`src/rtl/mdac_pkg.sv`:
```
package mdac_pkg;

  typedef enum logic [1:0] {
    OPC_MUL     = 2'd0,
    OPC_DIV     = 2'd1,
    OPC_ACC     = 2'd2,
    OPC_ACC_ALT = 2'd3
  } opc_e;

  // control byte bit that clears the result
  localparam int CTRL_CLR_BIT   = 1;
  // status byte bit positions
  localparam int STAT_OVF_BIT   = 7;
  localparam int STAT_BUSY_BIT  = 0;

endpackage

```
`src/rtl/mdac_operands.sv`:
```
module mdac_operands
  import mdac_pkg::*;
#(
  parameter int OP_W   = 16,
  parameter int ADDR_W = 4
) (
  input  logic              clk,
  input  logic              rst_n,
  input  logic              wr_en,
  input  logic [ADDR_W-1:0] wr_addr,
  input  logic [7:0]        wr_data,
  input  logic              busy,
  output opc_e              opc,
  output logic [OP_W-1:0]   op1,
  output logic [OP_W-1:0]   op2_now,
  output logic              start,
  output logic              clr_res
);

  localparam int NB         = OP_W / 8;
  localparam int START_ADDR = 2 * NB;

  logic            take;
  opc_e            opc_q, opc_d;
  logic [OP_W-1:0] op1_q, op1_d;
  logic [OP_W-1:0] op2_q, op2_d;

  assign take    = wr_en && !busy;
  assign start   = take && (wr_addr == ADDR_W'(START_ADDR));
  assign clr_res = take && (wr_addr == '0) && wr_data[CTRL_CLR_BIT];

  // operand 2 as seen by the launching write: top byte replaced
  always_comb begin
    op2_now = op2_q;
    op2_now[OP_W-8 +: 8] = wr_data;
  end

  always_comb begin
    opc_d = opc_q;
    op1_d = op1_q;
    op2_d = op2_q;
    if (take) begin
      if (wr_addr == '0) opc_d = opc_e'(wr_data[1:0]);
      for (int i = 0; i < NB; i++) begin
        if (wr_addr == ADDR_W'(1 + i))      op1_d[8*i +: 8] = wr_data;
        if (wr_addr == ADDR_W'(1 + NB + i)) op2_d[8*i +: 8] = wr_data;
      end
      if (start) begin
        op2_d = '0;
        if (opc_q == OPC_DIV) op1_d = '0;
      end
    end
  end

  always_ff @(posedge clk or negedge rst_n) begin
    if (!rst_n) begin
      opc_q <= OPC_MUL;
      op1_q <= '0;
      op2_q <= '0;
    end else if (take) begin
      opc_q <= opc_d;
      op1_q <= op1_d;
      op2_q <= op2_d;
    end
  end

  assign opc = opc_q;
  assign op1 = op1_q;

endmodule

```
`src/rtl/mdac_divider.sv`:
```
module mdac_divider #(
  parameter int OP_W = 16
) (
  input  logic              clk,
  input  logic              rst_n,
  input  logic              start,
  input  logic [OP_W-1:0]   dividend,
  input  logic [OP_W-1:0]   divisor,
  output logic              busy,
  output logic              done,
  output logic [2*OP_W-1:0] result
);

  localparam int CNT_W = $clog2(OP_W + 1);

  logic             run_q, run_d;
  logic [CNT_W-1:0] cnt_q, cnt_d;
  logic [OP_W-1:0]  rem_q, rem_d;
  logic [OP_W-1:0]  quo_q, quo_d;
  logic [OP_W-1:0]  dvs_q, dvs_d;
  logic             neg_q, neg_d;

  logic [OP_W:0]    shifted;
  logic             ge;
  logic [OP_W-1:0]  rem_n;
  logic [OP_W-1:0]  quo_n;

  // one restoring shift-subtract step
  always_comb begin
    shifted = {rem_q, quo_q[OP_W-1]};
    ge      = shifted >= {1'b0, dvs_q};
    rem_n   = ge ? (shifted[OP_W-1:0] - dvs_q) : shifted[OP_W-1:0];
    quo_n   = {quo_q[OP_W-2:0], ge};
  end

  assign done = run_q && (cnt_q == CNT_W'(1));

  // sign fix-up: remainder forced into [0, divisor)
  always_comb begin
    if (dvs_q == '0) begin
      result = '0;
    end else if (!neg_q) begin
      result = {rem_n, quo_n};
    end else if (rem_n == '0) begin
      result = {{OP_W{1'b0}}, (~quo_n) + 1'b1};
    end else begin
      result = {dvs_q - rem_n, ~quo_n};
    end
  end

  always_comb begin
    run_d = run_q;
    cnt_d = cnt_q;
    rem_d = rem_q;
    quo_d = quo_q;
    dvs_d = dvs_q;
    neg_d = neg_q;
    if (start && !run_q) begin
      run_d = 1'b1;
      cnt_d = CNT_W'(OP_W);
      rem_d = '0;
      quo_d = dividend[OP_W-1] ? ((~dividend) + 1'b1) : dividend;
      dvs_d = divisor;
      neg_d = dividend[OP_W-1];
    end else if (run_q) begin
      rem_d = rem_n;
      quo_d = quo_n;
      cnt_d = cnt_q - 1'b1;
      if (done) run_d = 1'b0;
    end
  end

  always_ff @(posedge clk or negedge rst_n) begin
    if (!rst_n) begin
      run_q <= 1'b0;
      cnt_q <= '0;
      rem_q <= '0;
      quo_q <= '0;
      dvs_q <= '0;
      neg_q <= 1'b0;
    end else if (run_q || start) begin
      run_q <= run_d;
      cnt_q <= cnt_d;
      rem_q <= rem_d;
      quo_q <= quo_d;
      dvs_q <= dvs_d;
      neg_q <= neg_d;
    end
  end

  assign busy = run_q;

endmodule

```
`src/rtl/mdac_accum.sv`:
```
module mdac_accum
  import mdac_pkg::*;
#(
  parameter int OP_W  = 16,
  parameter int ACC_W = 40
) (
  input  logic              clk,
  input  logic              rst_n,
  input  logic              start,
  input  opc_e              opc,
  input  logic [OP_W-1:0]   op1,
  input  logic [OP_W-1:0]   op2,
  input  logic              clr_res,
  input  logic              div_done,
  input  logic [2*OP_W-1:0] div_result,
  output logic [ACC_W-1:0]  res,
  output logic              ovf
);

  localparam int PW = 2 * OP_W;

  logic signed [PW-1:0] prod;
  logic [ACC_W-1:0]     prod_ext;
  logic [ACC_W+1:0]     sum_ext;
  logic [ACC_W-1:0]     res_q, res_d;
  logic                 ovf_q, ovf_d;
  logic                 res_en;

  assign prod     = $signed(op1) * $signed(op2);
  assign prod_ext = {{(ACC_W-PW){prod[PW-1]}}, prod};
  assign sum_ext  = {2'b00, res_q} + {{2{prod[PW-1]}}, prod_ext};

  always_comb begin
    res_d = res_q;
    ovf_d = ovf_q;
    if (clr_res) res_d = '0;
    if (start && (opc == OPC_MUL)) res_d = prod_ext;
    if (start && opc[1]) begin
      res_d = sum_ext[ACC_W-1:0];
      ovf_d = |sum_ext[ACC_W+1:ACC_W];
    end
    if (div_done) res_d = {{(ACC_W-PW){1'b0}}, div_result};
  end

  assign res_en = clr_res || start || div_done;

  always_ff @(posedge clk or negedge rst_n) begin
    if (!rst_n) begin
      res_q <= '0;
      ovf_q <= 1'b0;
    end else if (res_en) begin
      res_q <= res_d;
      ovf_q <= ovf_d;
    end
  end

  assign res = res_q;
  assign ovf = ovf_q;

endmodule

```
`src/rtl/mdac_unit.sv`:
```
module mdac_unit
  import mdac_pkg::*;
#(
  parameter int OP_W   = 16,
  parameter int ACC_W  = 40,
  parameter int ADDR_W = 4
) (
  input  logic              clk,
  input  logic              rst_n,
  input  logic              wr_en,
  input  logic [ADDR_W-1:0] wr_addr,
  input  logic [7:0]        wr_data,
  input  logic [ADDR_W-1:0] rd_addr,
  output logic [7:0]        rd_data,
  output logic              busy
);

  localparam int RB = ACC_W / 8;

  logic              rst_sync1, rst_ns;
  opc_e              opc;
  logic [OP_W-1:0]   op1, op2_now;
  logic              start, clr_res;
  logic              div_busy, div_done;
  logic [2*OP_W-1:0] div_result;
  logic [ACC_W-1:0]  res;
  logic              ovf;

  // asynchronous assertion, synchronous release
  always_ff @(posedge clk or negedge rst_n) begin
    if (!rst_n) begin
      rst_sync1 <= 1'b0;
      rst_ns    <= 1'b0;
    end else begin
      rst_sync1 <= 1'b1;
      rst_ns    <= rst_sync1;
    end
  end

  mdac_operands #(.OP_W(OP_W), .ADDR_W(ADDR_W)) u_ops (
    .clk     (clk),
    .rst_n   (rst_ns),
    .wr_en   (wr_en),
    .wr_addr (wr_addr),
    .wr_data (wr_data),
    .busy    (div_busy),
    .opc     (opc),
    .op1     (op1),
    .op2_now (op2_now),
    .start   (start),
    .clr_res (clr_res)
  );

  mdac_divider #(.OP_W(OP_W)) u_div (
    .clk      (clk),
    .rst_n    (rst_ns),
    .start    (start && (opc == OPC_DIV)),
    .dividend (op1),
    .divisor  (op2_now),
    .busy     (div_busy),
    .done     (div_done),
    .result   (div_result)
  );

  mdac_accum #(.OP_W(OP_W), .ACC_W(ACC_W)) u_acc (
    .clk        (clk),
    .rst_n      (rst_ns),
    .start      (start),
    .opc        (opc),
    .op1        (op1),
    .op2        (op2_now),
    .clr_res    (clr_res),
    .div_done   (div_done),
    .div_result (div_result),
    .res        (res),
    .ovf        (ovf)
  );

  always_comb begin
    rd_data = '0;
    for (int i = 0; i < RB; i++) begin
      if (rd_addr == ADDR_W'(i)) rd_data = res[8*i +: 8];
    end
    if (rd_addr == ADDR_W'(RB)) begin
      rd_data[STAT_OVF_BIT]  = ovf;
      rd_data[STAT_BUSY_BIT] = div_busy;
    end
  end

  assign busy = div_busy;

endmodule

```
`config.mk`:
```
export PLATFORM = sky130hd
export DESIGN_NAME = mdac_unit
export DESIGN_NICKNAME = d
export VERILOG_FILES = /design/src/rtl/mdac_pkg.sv /design/src/rtl/mdac_operands.sv /design/src/rtl/mdac_divider.sv /design/src/rtl/mdac_accum.sv /design/src/rtl/mdac_unit.sv
export SDC_FILE = /design/constraint.sdc
export NUM_CORES = 1
export LEC_CHECK = 0
export ABC_AREA = 1
export BUFFER_PORTS_ARGS = -buffer_cell sky130_fd_sc_hd__buf_2
export CAP_MARGIN = 30
export CORE_MARGIN = 2
export CORE_UTILIZATION = 35
export DETAILED_ROUTE_END_ITERATION = 8
export PLACE_DENSITY = 0.53
export SYNTH_ARGS = -nofsm -noshare
export SYNTH_HDL_FRONTEND = slang
export SYNTH_SLANG_ARGS = --single-unit
```
`constraint.sdc`:
```
create_clock -name clk -period 3.4 [get_ports clk]
set_input_delay 0.68 -clock clk [delete_from_list [all_inputs] [get_ports clk]]
set_output_delay 0.68 -clock clk [all_outputs]
set_load 0.01 [all_outputs]
```
# [Word level (Yosys, flattened, before mapping)]
# Cells that the tools add are included.
# Widths: inputs -> output; s select.
[word_totals] inputBits=19 out_inout_bits=9 wordCells=93 ff_bits=124
[classes] bitwise=2 eq_ne=11 n_reduce_logical=28 multipliers=1 n_mux=31 addsub=6 magnitude_cmp=1
[op_table] operator="$mux 40" count=4
[op_table] operator="$mux 16" count=8
[op_table] operator="$mux 32" count=3
[op_table] operator="$mux 8" count=9
[op_table] operator="$add 41x32->42" count=1
[op_table] operator="$add 16x1->16 const B" count=2
[op_table] operator="$logic_not 16->1" count=2
[op_table] operator="$mul 16x16->32" count=1
[op_table] operator="$not 16->16" count=2
[op_table] operator="$sub 16x16->16" count=2
[op_table] operator="$ge 17x16->1" count=1
[op_table] operator="$eq 4x2->1 const B" count=4
[op_table] operator="$eq 4x3->1 const B" count=3
[op_table] operator="$reduce_and 2->1" count=6
[op_table] operator="$mux 5" count=2
[op_table] operator="$logic_and 1x1->1" count=9
[op_table] operator="$eq 4x1->1 const B" count=2
[op_table] operator="$logic_not 4->1" count=2
[op_table] operator="$eq 5x1->1 const B" count=1
[op_table] operator="$mux 1" count=5
[op_table] operator="$sub 5x1->5 const B" count=1
[op_table] operator="$reduce_bool 2->1" count=2
[op_table] operator="$reduce_bool 4->1" count=1
[op_table] operator="$logic_or 1x1->1" count=3
[op_table] operator="4 further kinds" count=4

# [Logic depth before layout (Yosys ltp)]
# Gate-level depths: netlist (run 1).
[depth] ltp_word=8 ltp_mapped=42 mapped_depth_nobuf=40

# [By module]
# A second synthesis (run 1) with hierarchy kept.
[unflattened] hier_cells=3667 area_unflattened_um2=23859.1
[by_module_without_submodules] mod="mdac_accum" seq_area_each_um2=1026.0 cells_each=2474 n_inst=1 area_per_inst_um2=16336.9
[by_module_without_submodules] mod="mdac_divider" seq_area_each_um2=1376.3 cells_each=921 n_inst=1 area_per_inst_um2=5685.5
[by_module_without_submodules] mod="mdac_operands" seq_area_each_um2=650.6 cells_each=185 n_inst=1 area_per_inst_um2=1391.3
[by_module_without_submodules] mod="mdac_unit" seq_area_each_um2=50.0 cells_each=87 n_inst=1 area_per_inst_um2=445.4

# [Least setup slack after synthesis (run 1)]
# OpenSTA, ideal clock, no wires.
[synth_timing] path_type="input -> register" start="input port wr_data[0]" end="register u_acc.res_q[26], in the netlist u_acc.res[26]" setup_slack_ps=-3970 arrival_ps=7242 required_time_ps=3272 path_buffers=2 path_stages=35 setup_time_ps=128 cell_sequence="clkbuf_1 > clkbuf_1 > nand2_1 > fa_1 > inv_1 > fa_1 > inv_1 > fa_1 > inv_1 > fa_1 > fa_1 > inv_1 > fa_1 > inv_1 > ha_1 > a21oi_1 > a21boi_0 > a21boi_0 > o21ai_0 > nand2_1 > nand2_1 > or2_2 > and2_1 > ha_1 > nand2_1 > nor2_1 > inv_1 > o21ai_0 > a21oi_1 > o21ai_0 > or2_2 > nand3_1 > nand2_1 > a21oi_1 > o21ai_0"
[synth_via] elab_chain_cells=4 elab_cells_between_ends=5 cone_classes="add/sub (1); mul (1); mux (3)"
[synth_lines] item="start, declared" line="mdac_unit.sv:12" text="input logic [7:0] wr_data,"
[synth_lines] item="$mul 16x16->32 *" line="mdac_accum.sv:29" text="assign prod = $signed(op1) * $signed(op2);"
[synth_lines] item="$add 41x32->42 or $mux 40 (tied branches)" line="mdac_accum.sv:31, mdac_accum.sv:37"
[synth_lines] item="$mux 40 *" line="mdac_accum.sv:38" text="if (start && opc[1]) begin"
[synth_lines] item="$mux 40 *" line="mdac_accum.sv:42" text="if (div_done) res_d = {{(ACC_W-PW){1'b0}}, div_result};"
[synth_lines] item="end signal, assigned" line="mdac_accum.sv:52" text="res_q <= res_d;"
[synth_lines] item="end, declared" line="mdac_accum.sv:25" text="logic [ACC_W-1:0] res_q, res_d;"
# Mark *: on every way between the ends. The rest lies on a longest branch, timed or not.
# A chain may end at the register's enable or synchronous reset.

# [Worst setup path after layout (run 1)]
[layout_timing] start="register u_ops.op1_q[15], in the netlist u_ops.op1[15]" end="register u_acc.res_q[34], in the netlist u_acc.res[34]"
[layout_via] elab_chain_cells=4 elab_cells_between_ends=5 cone_classes="add/sub (1); mul (1); mux (3)"
[layout_lines] item="start, declared" line="mdac_operands.sv:25" text="logic [OP_W-1:0] op1_q, op1_d;"
[layout_lines] item="start signal, assigned" line="mdac_operands.sv:62" text="op1_q <= op1_d;"
[layout_lines] item="$mul 16x16->32 *" line="mdac_accum.sv:29"
[layout_lines] item="$add 41x32->42 or $mux 40 (tied branches)" line="mdac_accum.sv:31, mdac_accum.sv:37"
[layout_lines] item="$mux 40 *" line="mdac_accum.sv:38"
[layout_lines] item="$mux 40 *" line="mdac_accum.sv:42"
# Marks and branches as above.

==> results.md, run 1 <==
* Slew Limit Fails at 0
* Synth Area in Compound Gates at 0.114
* Num CTS Buffers at 17
* Main synth FF type: dfrtp_1
* CTS Sinks at between 100 and 150
* Share of post-route cells with drive strength above 1 at 0.372
* Antenna violations before repair at 0
* Post-Synthesis Cell Area at 21500 um^2
* Met3 WL post-DR at approximately 3300 um
* I/O pin count at 28
* Nets@finish at about 4000
* Yosys warns at 0
* Worst-path fanout max at 7
* Flop2flop setup slack at -3770 ps
* Fmax at around 140 MHz
* Average wire per standard cell at roughly 18 um
* Unrepaired setup endpoints after global routing: true
* Syn-to-layout area delta at 48.0%
* Hold Fails Final Rpt at 0
* Number of synthesized flops with an enable pin at 0
* Chip Height at between 200 and 300 um
* Antenna diodes at 0
* HPWL after detailed placement at around 64000 um
* Syn Area/Cell at 7.05 um^2
* Flop and latch count out of synthesis at around 120
* Reg2Reg Launch Point: u_ops.op1[15]$_DFFE_PN0P_
* Worst Skew at 7.59 ps
* Period minus WS final at roughly 7200 ps
* CP max stage cell: fa_2
* Gpl congestion at approximately 0.95
* Worst setup margin at -3770 ps
* WHS Endpoint: rst_ns$_DFF_PN0_
* Vias/cell at 5.00
* Slew @ Worst Pin at 746 ps
* Final antenna-violating net count at 0
* Violated checks: setup timing
* Startpoint class of the critical path: flop
* Post-synthesis mux area share at 0
* R2r worst-path depth at 32
* Worst reg2reg path endpoint: u_acc.res[34]$_DFFE_PN0P_
* Clock slew at reported path FFs at 60 ps
* Clock Tree Buf Depth at 2
* Post-synth ARST share at 1.00
* Highest Signal Layer: met4
* Post-place setup slack at -4370 ps
* Status: complete, but fails checks
* Register area share after synthesis at 0.144
* Via count at 22300
* Met2 wire length at 38100 um
* CTS tree: yes
* Slew Limit Headroom at 0.502
* Cell variety after synth at 56
* Root Driver: clkbuf_16
* DR pass1 iterations at 7
* Final setup violation count at 37
* Max stage delay on crit path at approximately 760 ps
* Max_cap viols at 0
* Post-route clock period utilization at 2.11
* Clock latency on the worst-skew pair at ~430 ps
* Post-synth net total at ~3500
* Input/output buffers at 27
* Hold depth at 0
* First-pass GRT wire length at between 100000 and 150000 um
* Initial DRC Count at about 1300
* Worst EP required at about 3800 ps
* Synth Area in XOR/XNOR at 0.0236
* Post-Route WL at between 80000 and 90000 um
* Met1 WL at around 36000 um
* Row cnt at 90
* HP Start: rst_sync1$_DFF_PN0_
* Gr usage total at 0.254
* DR DRC count at 0
* # H-tree levels at 4
* Vias in the first global route at about 23000
* Pin count of the biggest net entering global routing at 54
* Initial Util at 0.355
* Critical path class: flop to flop
* Die Span X at between 200 and 300 um
* Most frequent cells in the layout: nand2_1, inv_1, buf_4
* Main combinational cell family by area after synthesis: adder cells
* Most common cell after layout, fill and taps aside: nand2_1
* Cells after Synth at approximately 3100
* Crit. End Element: flop
* Die area at about 63000 um^2
* Core area at slightly above 60000 um^2
* Simple-Gate Fraction of Synth Area at 0.235
* GRT overflow at 0
* Worst Path Arrival at around 7500 ps
* Post-Synth Adder-Cell Area at 0.341
* Hold Path Class: flop to flop
[state kept, by name, indices dropped and copies added (netlist names)]
name / cells
u_div.neg_q: 1
u_div.cnt_q: 5
u_div.quo_q: 16
u_ops.op1: 16
rst_sync1: 1
rst_ns: 1
u_acc.res: 40
u_acc.ovf: 1
u_div.rem_q: 16
u_ops.op2_q: 8
u_div.dvs_q: 16
u_ops.opc: 2
u_div.busy: 1
[cell families after synthesis]
logic type	Yosys count
AOI/OAI and AO/OA	430
xor gates and xnor gates	58
adders and majority gates	427
buffers and inverters	803
DFF	124
other	1
and+or+nand+nor	1208
[worst max path at each step]
stage | startpoint | end | slack, ps
CTS | u_ops.op1[15]$_DFFE_PN0P_ | u_acc.res[34]$_DFFE_PN0P_ | -3760
detailed placement | wr_data[0] | u_acc.res[26]$_DFFE_PN0P_ | -4370
floorplan | u_ops.op1[15]$_DFFE_PN0P_ | u_acc.res[26]$_DFFE_PN0P_ | -3400
finish | u_ops.op1[15]$_DFFE_PN0P_ | u_acc.res[34]$_DFFE_PN0P_ | -3770
global placement | wr_data[0] | u_acc.res[26]$_DFFE_PN0P_ | -4330
global route | u_ops.op1[15]$_DFFE_PN0P_ | u_acc.ovf$_DFFE_PN0P_ | -3980
[per-stage QoR]
step	setup TNS [ps]	cell area, um^2	cells	hold WS [ps]	utilization
floorplan	-98850	22700	3051	331	-
global placement	-131120	27600	4328	341	0.455
detailed placement	-132100	27600	4328	347	0.455
CTS	-117620	30500	4413	3.43	0.503
global route	-125370	31800	4452	368	0.525
finish	-117220	31800	4452	355	0.525
[synth_stat cells (3+ instances only)]
library cell  count  share of area
a32o_1            3         0.0014
nand3_1         153          0.036
xnor2_1          25          0.010
dfrtp_1         124           0.14
xor2_1           33          0.013
nand4_1          20         0.0058
and2_1            8         0.0023
o22ai_1          13         0.0038
nor3_1           34         0.0079
a221oi_1          7         0.0029
or2_2            17         0.0049
o21a_1            8         0.0028
ha_1            162          0.094
nand2_2           9         0.0026
a21o_1            8         0.0028
a21oi_1         156          0.036
fa_1            265           0.25
inv_1           692           0.12
buf_6             4         0.0021
o21ai_0         158          0.037
nor2_1          160          0.028
nand3_2           3         0.0014
a31oi_1          18         0.0052
nand3b_1          8         0.0028
o211ai_1         12         0.0042
a211oi_1          6         0.0021
nand2_1         775           0.14
nor2_2            6         0.0017
o21ai_1           4        0.00093
o221ai_1         15         0.0061
inv_2             6         0.0010
o21bai_1          7         0.0024
nor4_1            6         0.0017
buf_1            13         0.0023
clkbuf_1         82          0.014
[area by class of cell]
cell class | instances | area (um^2)
well taps | 782 | 978
fillers | 5736 | 28800
repair buffers | 689 | 5800
clock buffers | 21 | 470
multi-input cells | 2124 | 18700
inverters | 700 | 2660
clock inverters | 11 | 83.8
flip-flops and latches | 124 | 3120
repair inverters | 1 | 8.76
[critical path, delay by kind of cell, from the launching register on]
family          cells  cell delay, ps
buf+inv             9             880
simple gates       11            1240
flops               1             450
fa+ha+maj           8            3880
compound gates      4             640
[routing by layer]
layer	track usage	up-vias
met3	0.0191	115
met5	0	-
met1	0.348	11000
met2	0.431	571
met4	0.0759	0
li1	-	10600
[timing repair]
item | in CTS | in global routing
setup endpoints to repair | 38 | 41
buffers inserted | 58 | 43
endpoints found under the hold margin | 0 | 2
pin swaps | 229 | 184
gates resized for setup | 452 | 308
hold buffers | 0 | 1
cloned | 3 | 2
Power of run 1 is not shown: default switching activity piles up to over one toggle a cycle in this logic, so the estimate is an artifact.
==> run 2, diff against run 1 <==
--- a/config.mk
+++ b/config.mk
@@ -8,7 +8,8 @@
 export ABC_AREA = 1
 export BUFFER_PORTS_ARGS = -buffer_cell sky130_fd_sc_hd__buf_2
 export CAP_MARGIN = 30
-export CORE_MARGIN = 2
+export CORE_ASPECT_RATIO = 1.5
+export CORE_MARGIN = 3
 export CORE_UTILIZATION = 35
 export DETAILED_ROUTE_END_ITERATION = 8
 export PLACE_DENSITY = 0.53
==> run 2 against run 1 <==
Compared with the run above:
- the flow still finishes with violations (setup timing)
- first-iteration DRC count decreased by 19%
- design area grew 0.68%
- register-to-register slack worse by 60 ps
- clock skew up 5.8 ps
- core utilization up 0.50 points
- die area rose by 1.7%
- flip-flop and latch count unchanged
- via count rose by 1.0%
- sequential share of layout area down 0.062 points
- final cell count about the same
- critical path depth down 1
==> results.md, run 2 (synthesis results as in run 1) <==
* Clock slew at reported path FFs at 70 ps (was 60 ps)
* Max stage delay on crit path at 640 ps (was 760 ps)
* I/O pin count at 28 (unchanged)
* Gr usage total at 0.270 (was 0.254)
* Crit. End Element: flop (unchanged)
* HPWL after detailed placement at 72800 um (was 64200 um)
* Worst setup margin at -3820 ps (was -3770 ps)
* # H-tree levels at 4 (unchanged)
* Most common cell after layout, fill and taps aside: nand2_1 (unchanged)
* Die area at 64500 um^2 (was 63500 um^2)
* Clock latency on the worst-skew pair at 440 ps (was 430 ps)
* CTS tree: yes (unchanged)
* Worst Path Arrival at 7550 ps (was 7540 ps)
* Reg2Reg Launch Point: u_ops.op1[15]$_DFFE_PN0P_ (unchanged)
* Setup tns final at -115730 ps (was -117220 ps)
* Average wire per standard cell at 19.9 um (was 18.0 um)
* Worst EP required at 3730 ps (was 3770 ps)
* Vias/cell at 5.05 (was 5.00)
* Slew Limit Fails at 0 (unchanged)
* Chip Height at 310 um (was 252 um)
* Hold Path Class: flop to asynchronous set/reset pin (was flop to flop)
* Via count at 22500 (was 22300)
* First-pass GRT wire length at 134000 um (was 126000 um)
* Root Driver: clkbuf_16 (unchanged)
* Pin count of the biggest net entering global routing at 60 (was 54)
* GRT overflow at 0 (unchanged)
* Cell family with most CP delay: adder cells (unchanged)
* Syn-to-layout area delta at 49.0% (was 48.0%)
* Clock Tree Buf Depth at 2 (unchanged)
* Post-layout util at 0.530 (was 0.525)
* Slew @ Worst Pin at 703 ps (was 746 ps)
* DR DRC count at 0 (unchanged)
* Gpl congestion at 0.950 (was 0.949)
* Final setup violation count at 37 (unchanged)
* Startpoint class of the critical path: flop (unchanged)
* DP Area at 27400 um^2 (was 27600 um^2)
* Share of post-route cells with drive strength above 1 at 0.378 (was 0.372)
* Post-Route WL at 88500 um (was 80200 um)
* Status: complete, but fails checks (unchanged)
* Worst-path fanout max at 6 (was 7)
* Hold Fails Final Rpt at 0 (unchanged)
* Row cnt at 110 (was 90)
* CP max stage cell: fa_2 (unchanged)
* Input/output buffers at 27 (unchanged)
* DR pass1 iterations at 6 (was 7)
* Antenna diodes at 0 (unchanged)
* Flop2flop setup slack at -3820 ps (was -3770 ps)
* R2r worst-path depth at 31 (was 32)
* Antenna violations before repair at 1 (was 0)
* Slew Limit Headroom at 0.527 (was 0.502)
* Initial DRC Count at 1058 (was 1308)
* Worst hold slack at 346 ps (was 355 ps)
* Die Span X at 208 um (was 252 um)
* Worst reg2reg path endpoint: u_acc.res[34]$_DFFE_PN0P_ (unchanged)
* Finished Cell Area at 32000 um^2 (was 31800 um^2)
* WP buf/inv at 8 (was 9)
* Most frequent cells in the layout: nand2_1, inv_1, buf_4 (unchanged)
* Violated checks: setup timing (unchanged)
* CTS Sinks at 124 (unchanged)
* Num CTS Buffers at 17 (unchanged)
* Period minus WS final at 7220 ps (was 7170 ps)
* Post-route clock period utilization at 2.12 (was 2.11)
* Max reg flops at 40 (unchanged)
* Max_cap viols at 0 (unchanged)
* FILL cells at 5769 (was 5736)
* Final antenna-violating net count at 0 (unchanged)
* Worst Skew at 13.4 ps (was 7.59 ps)
* Vias in the first global route at 23900 (was 23200)
* Core area at 60400 um^2 (was 60600 um^2)
* Initial Util at 0.356 (was 0.355)
* Nets@finish at 4103 (unchanged)
* Fmax at 138 MHz (was 140 MHz)
* Unrepaired setup endpoints after global routing: true (unchanged)
* Critical path class: flop to flop (unchanged)
run 2: changes by cell type in the layout (fill, tap and decap cells not counted), moves of 8 or more:
cell / previous run / this run
ha_4: 71 / 84
buf_6: 87 / 99
nand2_2: 88 / 105
a21oi_1: 80 / 88
nand2_1: 648 / 631
a21oi_2: 46 / 38
o21ai_0: 89 / 98
ha_1: 86 / 71
run 2: layer usage:
metal / share of wire / vias to the layer above / global-route usage
li1: - / 10600 / -
met1: 0.35 / 11000 / 0.274
met2: 0.54 / 596 / 0.520
met3: 0.029 / 270 / 0.0192
met4: 0.088 / 0 / 0.193
met5: 0 / - / 0
run 2: worst reg2reg max path: cells and delay by family (launching register included):
kind,cells,cell delay (ps)
adder cells (fa/ha/maj),8,3810
AO/OA/AOI/OAI,6,1020
buffers and inverters,8,920
AND/OR/NAND/NOR,9,900
flip-flops,1,450
run 2: worst max-delay path by stage:
stage | startpoint | end | cells past startpoint
floorplan | u_ops.op1[15]$_DFFE_PN0P_ | u_acc.res[26]$_DFFE_PN0P_ | 30
global placement | wr_data[7] | u_acc.res[35]$_DFFE_PN0P_ | 31
detailed placement | wr_data[1] | u_acc.res[39]$_DFFE_PN0P_ | 32
CTS | u_ops.op1[15]$_DFFE_PN0P_ | u_acc.ovf$_DFFE_PN0P_ | 35
global route | u_ops.op1[15]$_DFFE_PN0P_ | u_acc.res[39]$_DFFE_PN0P_ | 35
finish | u_ops.op1[15]$_DFFE_PN0P_ | u_acc.res[34]$_DFFE_PN0P_ | 31
run 2: layout make-up:
type	count	area (um^2)	area share
multi-input cells	2126	19000	0.593
well taps	784	981	0.0306
flip-flops and latches	124	3120	0.0975
clock inverters	15	150	0.00469
repair inverters	1	6.26	0.000195
repair buffers	687	5700	0.178
clock buffers	17	425	0.0133
inverters	700	2640	0.0825
run 2: repair_timing:
item / in CTS / in global routing
resized for setup: 482 / 314
buffers inserted: 68 / 49
hold buffers: 1 / 0
hold endpoints to repair: 2 / 0
endpoints found under the setup margin: 41 / 41
pin swaps: 193 / 189
cloned: 5 / 0
run 2: through the flow:
stage | worst slack [ps] | instances
2_1_floorplan | -3400 | 3051
3_3_place_gp | -4410 | 4322
3_5_place_dp | -4380 | 4322
4_1_cts | -3870 | 4418
5_1_grt | -4190 | 4454
6_report | -3820 | 4454
Power of run 2 is left out for the same reason.
